`src/rtl/l2pu_pkg.sv`:
```
package l2pu_pkg;

    localparam int CTL_W = 32;

    // control word bit positions (decoded by neighbouring power logic)
    localparam int B_ARR_HS    = 0;
    localparam int B_SNP_HS    = 1;
    localparam int B_RST_DIS   = 2;
    localparam int B_CLAMP     = 8;
    localparam int B_HS_EN     = 9;
    localparam int B_HS_RST    = 10;
    localparam int B_SLEEP     = 11;
    localparam int B_SYS_RST   = 12;
    localparam int B_RET_SLP   = 13;
    localparam int B_SNP_CLAMP = 14;
    localparam int B_ARR_CLAMP = 15;
    localparam int B_CNT_LSB   = 16;
    localparam int CNT_W       = 8;
    localparam int B_SUPPLY    = 28;

    // override word bit position
    localparam int B_DBG_OVR   = 22;

    typedef enum logic [3:0] {
        ST_IDLE,
        ST_WAIT_PRE,
        ST_ARR_ON,
        ST_WAIT_ARR,
        ST_HS_UNCLAMP,
        ST_WAIT_UNCLAMP,
        ST_RST_REL,
        ST_WAIT_SUPPLY,
        ST_HANDOFF
    } seq_state_e;

    typedef struct packed {
        seq_state_e        state;
        logic [CTL_W-1:0]  ctl;
        logic              ovr;
        logic              clk_en;
        logic              clk_hw;
        logic              done;
    } seq_regs_t;

endpackage

```
`src/rtl/l2pu_usec_tick.sv`:
```
module l2pu_usec_tick #(
    parameter int CLK_PER_US = 200
) (
    input  logic clk,
    input  logic rst_n,
    input  logic restart_i,
    output logic tick_o
);
    localparam int PW = (CLK_PER_US > 1) ? $clog2(CLK_PER_US) : 1;
    localparam logic [PW-1:0] LAST = PW'(CLK_PER_US - 1);

    logic [PW-1:0] presc_d, presc_q;

    always_comb begin
        tick_o  = (presc_q == LAST);
        presc_d = presc_q;
        if (restart_i || tick_o) begin
            presc_d = '0;
        end else begin
            presc_d = presc_q + PW'(1);
        end
    end

    always_ff @(posedge clk or negedge rst_n) begin
        if (!rst_n) presc_q <= '0;
        else        presc_q <= presc_d;
    end

    // prescaler never runs past the last count of a microsecond
    assert_presc_range_R7: assert property (@(posedge clk) disable iff (!rst_n)
        presc_q <= LAST);

    // a restart always brings the prescaler back to zero
    assert_restart_clears_R7: assert property (@(posedge clk) disable iff (!rst_n)
        restart_i |=> (presc_q == '0));

endmodule

```
`src/rtl/l2pu_wait_timer.sv`:
```
module l2pu_wait_timer #(
    parameter int UW = 6
) (
    input  logic          clk,
    input  logic          rst_n,
    input  logic          arm_i,
    input  logic [UW-1:0] load_us_i,
    input  logic          tick_i,
    output logic          expired_o
);
    logic [UW-1:0] rem_d, rem_q;

    always_comb begin
        rem_d = rem_q;
        if (arm_i) begin
            rem_d = load_us_i;
        end else if (tick_i && (rem_q != '0)) begin
            rem_d = rem_q - UW'(1);
        end
        expired_o = (rem_q == '0);
    end

    always_ff @(posedge clk or negedge rst_n) begin
        if (!rst_n) rem_q <= '0;
        else        rem_q <= rem_d;
    end

    // without a fresh load the remaining time only counts down
    assert_no_count_up_R7: assert property (@(posedge clk) disable iff (!rst_n)
        !arm_i |=> (rem_q <= $past(rem_q)));

    // a load is never zero, so a wait cannot end in the cycle it starts
    assert_nonzero_load_R7: assert property (@(posedge clk) disable iff (!rst_n)
        arm_i |-> (load_us_i != '0));

endmodule

```
`src/rtl/l2pu_step_fsm.sv`:
```
module l2pu_step_fsm
    import l2pu_pkg::*;
#(
    parameter int SHORT_US = 2,
    parameter int LONG_US  = 54,
    parameter int HS_COUNT = 16,
    parameter int UW       = 6
) (
    input  logic             clk,
    input  logic             rst_n,
    input  logic             start_i,
    input  logic             hs_up_i,
    input  logic             expired_i,
    output logic             arm_o,
    output logic [UW-1:0]    arm_us_o,
    output logic             busy_o,
    output logic             done_o,
    output logic [CTL_W-1:0] ctl_o,
    output logic             ovr_o,
    output logic             clk_en_o,
    output logic             clk_hw_o
);
    localparam logic [CTL_W-1:0] RST_WORD =
        (CTL_W'(1) << B_CLAMP) | (CTL_W'(1) << B_HS_RST) | (CTL_W'(1) << B_SYS_RST);

    localparam logic [CTL_W-1:0] CNT_FIELD =
        CTL_W'((HS_COUNT % (1 << CNT_W))) << B_CNT_LSB;

    localparam logic [CTL_W-1:0] INIT_WORD = RST_WORD
        | (CTL_W'(1) << B_HS_EN)
        | (CTL_W'(1) << B_SNP_CLAMP)
        | (CTL_W'(1) << B_ARR_CLAMP)
        | CNT_FIELD;

    seq_regs_t d, q;

    always_comb begin
        d        = q;
        d.done   = 1'b0;
        arm_o    = 1'b0;
        arm_us_o = UW'(SHORT_US);
        case (q.state)
            ST_IDLE: begin
                if (start_i) begin
                    if (hs_up_i) begin
                        d.done = 1'b1;
                    end else begin
                        d.ctl    = INIT_WORD;
                        d.ovr    = 1'b1;
                        d.clk_en = 1'b0;
                        d.clk_hw = 1'b0;
                        arm_o    = 1'b1;
                        d.state  = ST_WAIT_PRE;
                    end
                end
            end
            ST_WAIT_PRE: begin
                if (expired_i) begin
                    d.ctl[B_SNP_CLAMP] = 1'b0;
                    d.ctl[B_ARR_CLAMP] = 1'b0;
                    d.state            = ST_ARR_ON;
                end
            end
            ST_ARR_ON: begin
                d.ctl[B_ARR_HS] = 1'b1;
                d.ctl[B_SNP_HS] = 1'b1;
                arm_o           = 1'b1;
                d.state         = ST_WAIT_ARR;
            end
            ST_WAIT_ARR: begin
                if (expired_i) begin
                    d.clk_en = 1'b1;
                    d.state  = ST_HS_UNCLAMP;
                end
            end
            ST_HS_UNCLAMP: begin
                d.ctl[B_CLAMP] = 1'b0;
                arm_o          = 1'b1;
                d.state        = ST_WAIT_UNCLAMP;
            end
            ST_WAIT_UNCLAMP: begin
                if (expired_i) begin
                    d.ovr   = 1'b0;
                    d.state = ST_RST_REL;
                end
            end
            ST_RST_REL: begin
                d.ctl[B_HS_RST]  = 1'b0;
                d.ctl[B_SYS_RST] = 1'b0;
                arm_o            = 1'b1;
                arm_us_o         = UW'(LONG_US);
                d.state          = ST_WAIT_SUPPLY;
            end
            ST_WAIT_SUPPLY: begin
                if (expired_i) begin
                    d.ctl[B_SUPPLY] = 1'b1;
                    d.state         = ST_HANDOFF;
                end
            end
            ST_HANDOFF: begin
                d.clk_hw = 1'b1;
                d.done   = 1'b1;
                d.state  = ST_IDLE;
            end
            default: begin
                d.state = ST_IDLE;
            end
        endcase
    end

    always_ff @(posedge clk or negedge rst_n) begin
        if (!rst_n) begin
            q.state  <= ST_IDLE;
            q.ctl    <= RST_WORD;
            q.ovr    <= 1'b0;
            q.clk_en <= 1'b0;
            q.clk_hw <= 1'b0;
            q.done   <= 1'b0;
        end else begin
            q <= d;
        end
    end

    always_comb begin
        busy_o   = (q.state != ST_IDLE);
        done_o   = q.done;
        ctl_o    = q.ctl;
        ovr_o    = q.ovr;
        clk_en_o = q.clk_en;
        clk_hw_o = q.clk_hw;
    end

    // skip path: completion next cycle with nothing else moving
    assert_skip_quiet_R2: assert property (@(posedge clk) disable iff (!rst_n)
        (q.state == ST_IDLE && start_i && hs_up_i) |=>
            (done_o && !busy_o && $stable(ctl_o) && $stable(ovr_o)
             && $stable(clk_en_o) && $stable(clk_hw_o)));

    // launch step: clamps and override up, clocks down, busy
    assert_launch_R3: assert property (@(posedge clk) disable iff (!rst_n)
        (q.state == ST_IDLE && start_i && !hs_up_i) |=>
            (busy_o && ctl_o[B_CLAMP] && ctl_o[B_SNP_CLAMP] && ctl_o[B_ARR_CLAMP]
             && ovr_o && !clk_en_o && !clk_hw_o && !ctl_o[B_SUPPLY]));

    // array head switches only ever on with their clamps released
    assert_arr_order_R4: assert property (@(posedge clk) disable iff (!rst_n)
        (ctl_o[B_ARR_HS] || ctl_o[B_SNP_HS]) |-> (!ctl_o[B_SNP_CLAMP] && !ctl_o[B_ARR_CLAMP]));

    // head-switch clamp released only once the clock branch runs
    assert_clk_before_unclamp_R5: assert property (@(posedge clk) disable iff (!rst_n)
        !ctl_o[B_CLAMP] |-> clk_en_o);

    // resets released only after the override window has closed
    assert_ovr_before_rst_R6: assert property (@(posedge clk) disable iff (!rst_n)
        !ctl_o[B_HS_RST] |-> !ovr_o);

    // supply request only after both resets are released
    assert_supply_after_rst_R8: assert property (@(posedge clk) disable iff (!rst_n)
        ctl_o[B_SUPPLY] |-> (!ctl_o[B_HS_RST] && !ctl_o[B_SYS_RST]));

    // hardware clock control keeps the enable on
    assert_hw_keeps_en_R8: assert property (@(posedge clk) disable iff (!rst_n)
        clk_hw_o |-> clk_en_o);

    // completion is a single-cycle pulse
    assert_done_pulse_R8: assert property (@(posedge clk) disable iff (!rst_n)
        done_o |=> !done_o);

    // unused mode bits never driven
    assert_idle_bits_R9: assert property (@(posedge clk) disable iff (!rst_n)
        (!ctl_o[B_RST_DIS] && !ctl_o[B_SLEEP] && !ctl_o[B_RET_SLP]));

    // in idle without a start nothing moves
    assert_idle_hold_R9: assert property (@(posedge clk) disable iff (!rst_n)
        (q.state == ST_IDLE && !start_i) |=>
            ($stable(ctl_o) && $stable(ovr_o) && $stable(clk_en_o) && $stable(clk_hw_o)));

endmodule

```
`src/rtl/l2_pwrup_seq.sv`:
```
module l2_pwrup_seq
    import l2pu_pkg::*;
#(
    parameter int CLK_PER_US = 200,
    parameter int SHORT_US   = 2,
    parameter int LONG_US    = 54,
    parameter int HS_COUNT   = 16
) (
    input  logic        clk,
    input  logic        rst_n,
    input  logic        start_i,
    input  logic        l2_hs_up_i,
    output logic        busy_o,
    output logic        done_o,
    output logic [31:0] l2_ctl_o,
    output logic [31:0] dbg_ovr_o,
    output logic        clk_en_o,
    output logic        clk_hw_o
);
    localparam int MAX_US = (LONG_US > SHORT_US) ? LONG_US : SHORT_US;
    localparam int UW     = $clog2(MAX_US + 1);

    logic          tick;
    logic          arm;
    logic [UW-1:0] arm_us;
    logic          expired;
    logic          ovr_bit;

    l2pu_usec_tick #(
        .CLK_PER_US (CLK_PER_US)
    ) u_tick (
        .clk       (clk),
        .rst_n     (rst_n),
        .restart_i (arm),
        .tick_o    (tick)
    );

    l2pu_wait_timer #(
        .UW (UW)
    ) u_timer (
        .clk       (clk),
        .rst_n     (rst_n),
        .arm_i     (arm),
        .load_us_i (arm_us),
        .tick_i    (tick),
        .expired_o (expired)
    );

    l2pu_step_fsm #(
        .SHORT_US (SHORT_US),
        .LONG_US  (LONG_US),
        .HS_COUNT (HS_COUNT),
        .UW       (UW)
    ) u_fsm (
        .clk       (clk),
        .rst_n     (rst_n),
        .start_i   (start_i),
        .hs_up_i   (l2_hs_up_i),
        .expired_i (expired),
        .arm_o     (arm),
        .arm_us_o  (arm_us),
        .busy_o    (busy_o),
        .done_o    (done_o),
        .ctl_o     (l2_ctl_o),
        .ovr_o     (ovr_bit),
        .clk_en_o  (clk_en_o),
        .clk_hw_o  (clk_hw_o)
    );

    always_comb begin
        dbg_ovr_o            = '0;
        dbg_ovr_o[B_DBG_OVR] = ovr_bit;
    end

    // override word carries only its one defined bit
    assert_ovr_word_R9: assert property (@(posedge clk) disable iff (!rst_n)
        $countones(dbg_ovr_o) <= 1);

    // timer armed only during a running sequence or at launch
    assert_arm_context_R10: assert property (@(posedge clk) disable iff (!rst_n)
        arm |=> busy_o);

endmodule

```
`config.mk`:
```
export PLATFORM = sky130hd
export DESIGN_NAME = l2_pwrup_seq
export DESIGN_NICKNAME = d
export VERILOG_FILES = /design/src/rtl/l2pu_pkg.sv /design/src/rtl/l2pu_usec_tick.sv /design/src/rtl/l2pu_wait_timer.sv /design/src/rtl/l2pu_step_fsm.sv /design/src/rtl/l2_pwrup_seq.sv
export SDC_FILE = /design/constraint.sdc
export NUM_CORES = 1
export LEC_CHECK = 0
export BUFFER_PORTS_ARGS = -buffer_cell sky130_fd_sc_hd__buf_4
export CAP_MARGIN = 20
export CORE_ASPECT_RATIO = 0.6
export CORE_MARGIN = 2
export CORE_UTILIZATION = 30
export DETAILED_ROUTE_END_ITERATION = 12
export HOLD_SLACK_MARGIN = 0.08
export PLACE_DENSITY_LB_ADDON = 0.08
export SYNTH_ARGS = -nofsm -noshare
export SYNTH_HDL_FRONTEND = slang
export SYNTH_SLANG_ARGS = --single-unit
```
`constraint.sdc`:
```
create_clock -name clk -period 2.65 [get_ports clk]
set_clock_uncertainty 0.1 [all_clocks]
set_input_delay 0.265 -clock clk [delete_from_list [all_inputs] [get_ports clk]]
set_output_delay 0.265 -clock clk [all_outputs]
set_load 0.005 [all_outputs]
```
==> impl_metrics.toml <==
[run_status]
status = "complete, no violations"

[setup_path]
path_cells = "ha_1 -> nand4_1 -> or4_1 -> or4_1 -> a21oi_1"
worstSetupStartpointType = "flip-flop"
rr_worst_depth = 5
required_ns = 2.75
crit_fanout = 8
slowest_stage = "or4_1"
cpMostUsedCell = "or4_1"
cp_top_family = "simple AND/OR/NAND/NOR gates"
crit_type = "flip-flop to flip-flop"
worstPathArrival_ns = 2.24
cpPeakStageDelay_ns = 0.54
r2r_end = "u_timer.rem_q[3]"
crit_start = "u_tick.presc_q[0]"
reg2reg_from = "u_tick.presc_q[0]"
path_buf_inv = 0
endpoint_kind = "flip-flop"
r2r_slack_ns = 0.52

[clock_network]
numCtsBuffers = 3
clock-sinks = 28
clk_latency_ns = 0.27
cts_root_buf = "clkbuf_8"
post_cts_buffers = 0
clockBufferDepth = 2
htreeDepth = 1
ctsResizeCount = 0
path_clk_slew_ns = 0.09
holdBufCountCts = 1
cts_tree = "yes"

[hold_path]
hold_depth = 3
worstHoldPathType = "input port to flip-flop"
holdPathEnd = "u_fsm.done_o"
min_from = "l2_hs_up_i"

[power]
leakage_nw = 0.911
total_power_mw = 0.719
powerDensity_mw_per_mm2 = 398
ir_drop_mv = 0.204

[synthesis]
ys_seq_elements = 28
synth_cells = 195
ys_types = 42
ys_top_cells_by_area = "dfrtp_1 (36%), buf_4 (26%), nor2_1 (3.5%), dfstp_2 (2.9%), ha_1 (2.1%)"
yosys_warnings = 0
yosysMostFrequentCell = "buf_4"
synth-main-ff-cell = "dfrtp_1"
synth_area_per_cell_um2 = 9.36
synth-seq-area-share = 0.385
synth_top_area_frac = 0.356
syn_area_mm2 = 0.00183
synthTopCellsByCount = "buf_4 (64), dfrtp_1 (26), nor2_1 (17)"
synth_edf_count = 0
synth_top_area_cell = "dfrtp_1"
async_reset_ff_frac = 1.00

[placed_design]
gp_congestion = 0.730
port_buffers = 18
dpl-instance-area_mm2 = 0.00174
dp_hpwl_um = 2360

[timing]
finalMaxSlewViolations = 0
setup_viol = 0
period_needed_ns = 2.13
fin_setup_tns_ns = 0
tightest_slew_ns = 0.837
period_share = 0.804
rsz0062_at_grt = "false"
fmax_ghz = 0.469
hold_viol_final = 0
slew_headroom = 0.437

[routing]
route.detailed.drc = 0
routed_via_density = 4.17
routed_wl_um = 3080
drt_iter0_drc = 123
dr.pass1.iters = 4
post_drt_wl_per_cell_um = 11.0
vias = 1168
ant_nets = 0

[layout]
final_area_mm2 = 0.00181
multi_input_area_um2 = 785
diodes = 0
register_area_um2 = 703
drive_gt1_frac = 0.140
area_delta_synth_final_pct = -1.03
final_nets = 208
fillers = 610

[global_route]
grt_max_degree = 29
grt_pass1_wl_um = 5240
gr-usage-all-layers = 0.0972
overflow = 0
grt_antenna_before_repair = 0
first_global_vias = 1040

[floorplan]
initial_utilization = 0.319
core_region_area_mm2 = 0.00573
rows = 21
fp.dieArea_mm2 = 0.00675
die_h_um = 64.4
die_w_um = 105
pin_count = 72

[flow_run]
drv_cap = 0
cell type report:
cell class              count  share of cell area
inverters                   5              0.0104
repair buffers             19              0.0803
well taps                  80              0.0554
clock buffers               4              0.0305
flip-flops and latches     28               0.389
multi-input cells         144               0.434
layer usage:
metal / share of wire / up-vias / global-route usage
met3: 0.091 / 2 / 0.0272
li1: - / 553 / -
met2: 0.39 / 67 / 0.130
met4: 0.0088 / 0 / 0.0267
met1: 0.51 / 546 / 0.150
met5: 0 / - / 0
cells in the final DEF, fill, tap and decap left out, drive strengths merged, types with 4 or more instances in the layout:
master  instances
dfrtp          26
and3            4
conb           53
xnor2           4
xor2            4
nand2           5
buf            18
nor2           17
inv             5
a21oi           4
o21ai           5
nand3           7
clkbuf          4
worst max-delay path by stage:
stage / end / slack, ns / depth (start not counted)
CTS: u_timer.rem_q[3] / 0.51 / 5
floorplan: u_timer.rem_q[3] / 0.66 / 6
finish: u_timer.rem_q[3] / 0.52 / 5
global placement: u_timer.rem_q[3] / 0.60 / 5
detailed placement: u_timer.rem_q[3] / 0.52 / 5
global route: u_timer.rem_q[3] / 0.32 / 5
worst register-to-register path, cell delays in order, from the launching register on:
cell and delay [ns]:
dfrtp_1 0.37, ha_1 0.23, nand4_1 0.14, or4_1 0.54, or4_1 0.54, a21oi_1 0.15
power breakdown:
group	switching, mW	internal [mW]	total [mW]
combinational	0.0276	0.00447	0.0321
sequential	0	0.427	0.427
clock	0.127	0.133	0.260
total	0.154	0.564	0.719
sequential cells by signal (all words and copies together), names as in the netlist:
name	cells
u_fsm.clk_en_o	1
u_fsm.ovr_o	1
u_fsm.ctl_o	6
u_fsm.clk_hw_o	1
u_fsm.done_o	1
u_timer.rem_q	6
u_fsm.q	4
u_tick.presc_q	8
through the flow:
stage | setup slack [ns] | hold WS [ns] | std cells | util
finish | 0.518 | 0.167 | 280 | 0.315
global route | 0.325 | 0.174 | 280 | 0.315
CTS | 0.510 | 0.149 | 280 | 0.315
detailed placement | 0.525 | 0.115 | 275 | 0.304
global placement | 0.596 | 0.115 | 275 | 0.304
floorplan | 0.658 | -0.131 | 247 | -
cell families (layout without fill, tap and decap cells):
logic type | Yosys count | after routing | synth area share
adder cells (fa/ha/maj) | 3 | 3 | 0.0206
buffers and inverters | 75 | 28 | 0.292
AND/OR/NAND/NOR | 57 | 57 | 0.171
flip-flops | 28 | 28 | 0.385
XOR/XNOR | 8 | 8 | 0.0384
other | 1 | 53 | 0.00205
AO/OA/AOI/OAI | 23 | 23 | 0.0912
Note: power is estimated with default switching activity, not from simulation.
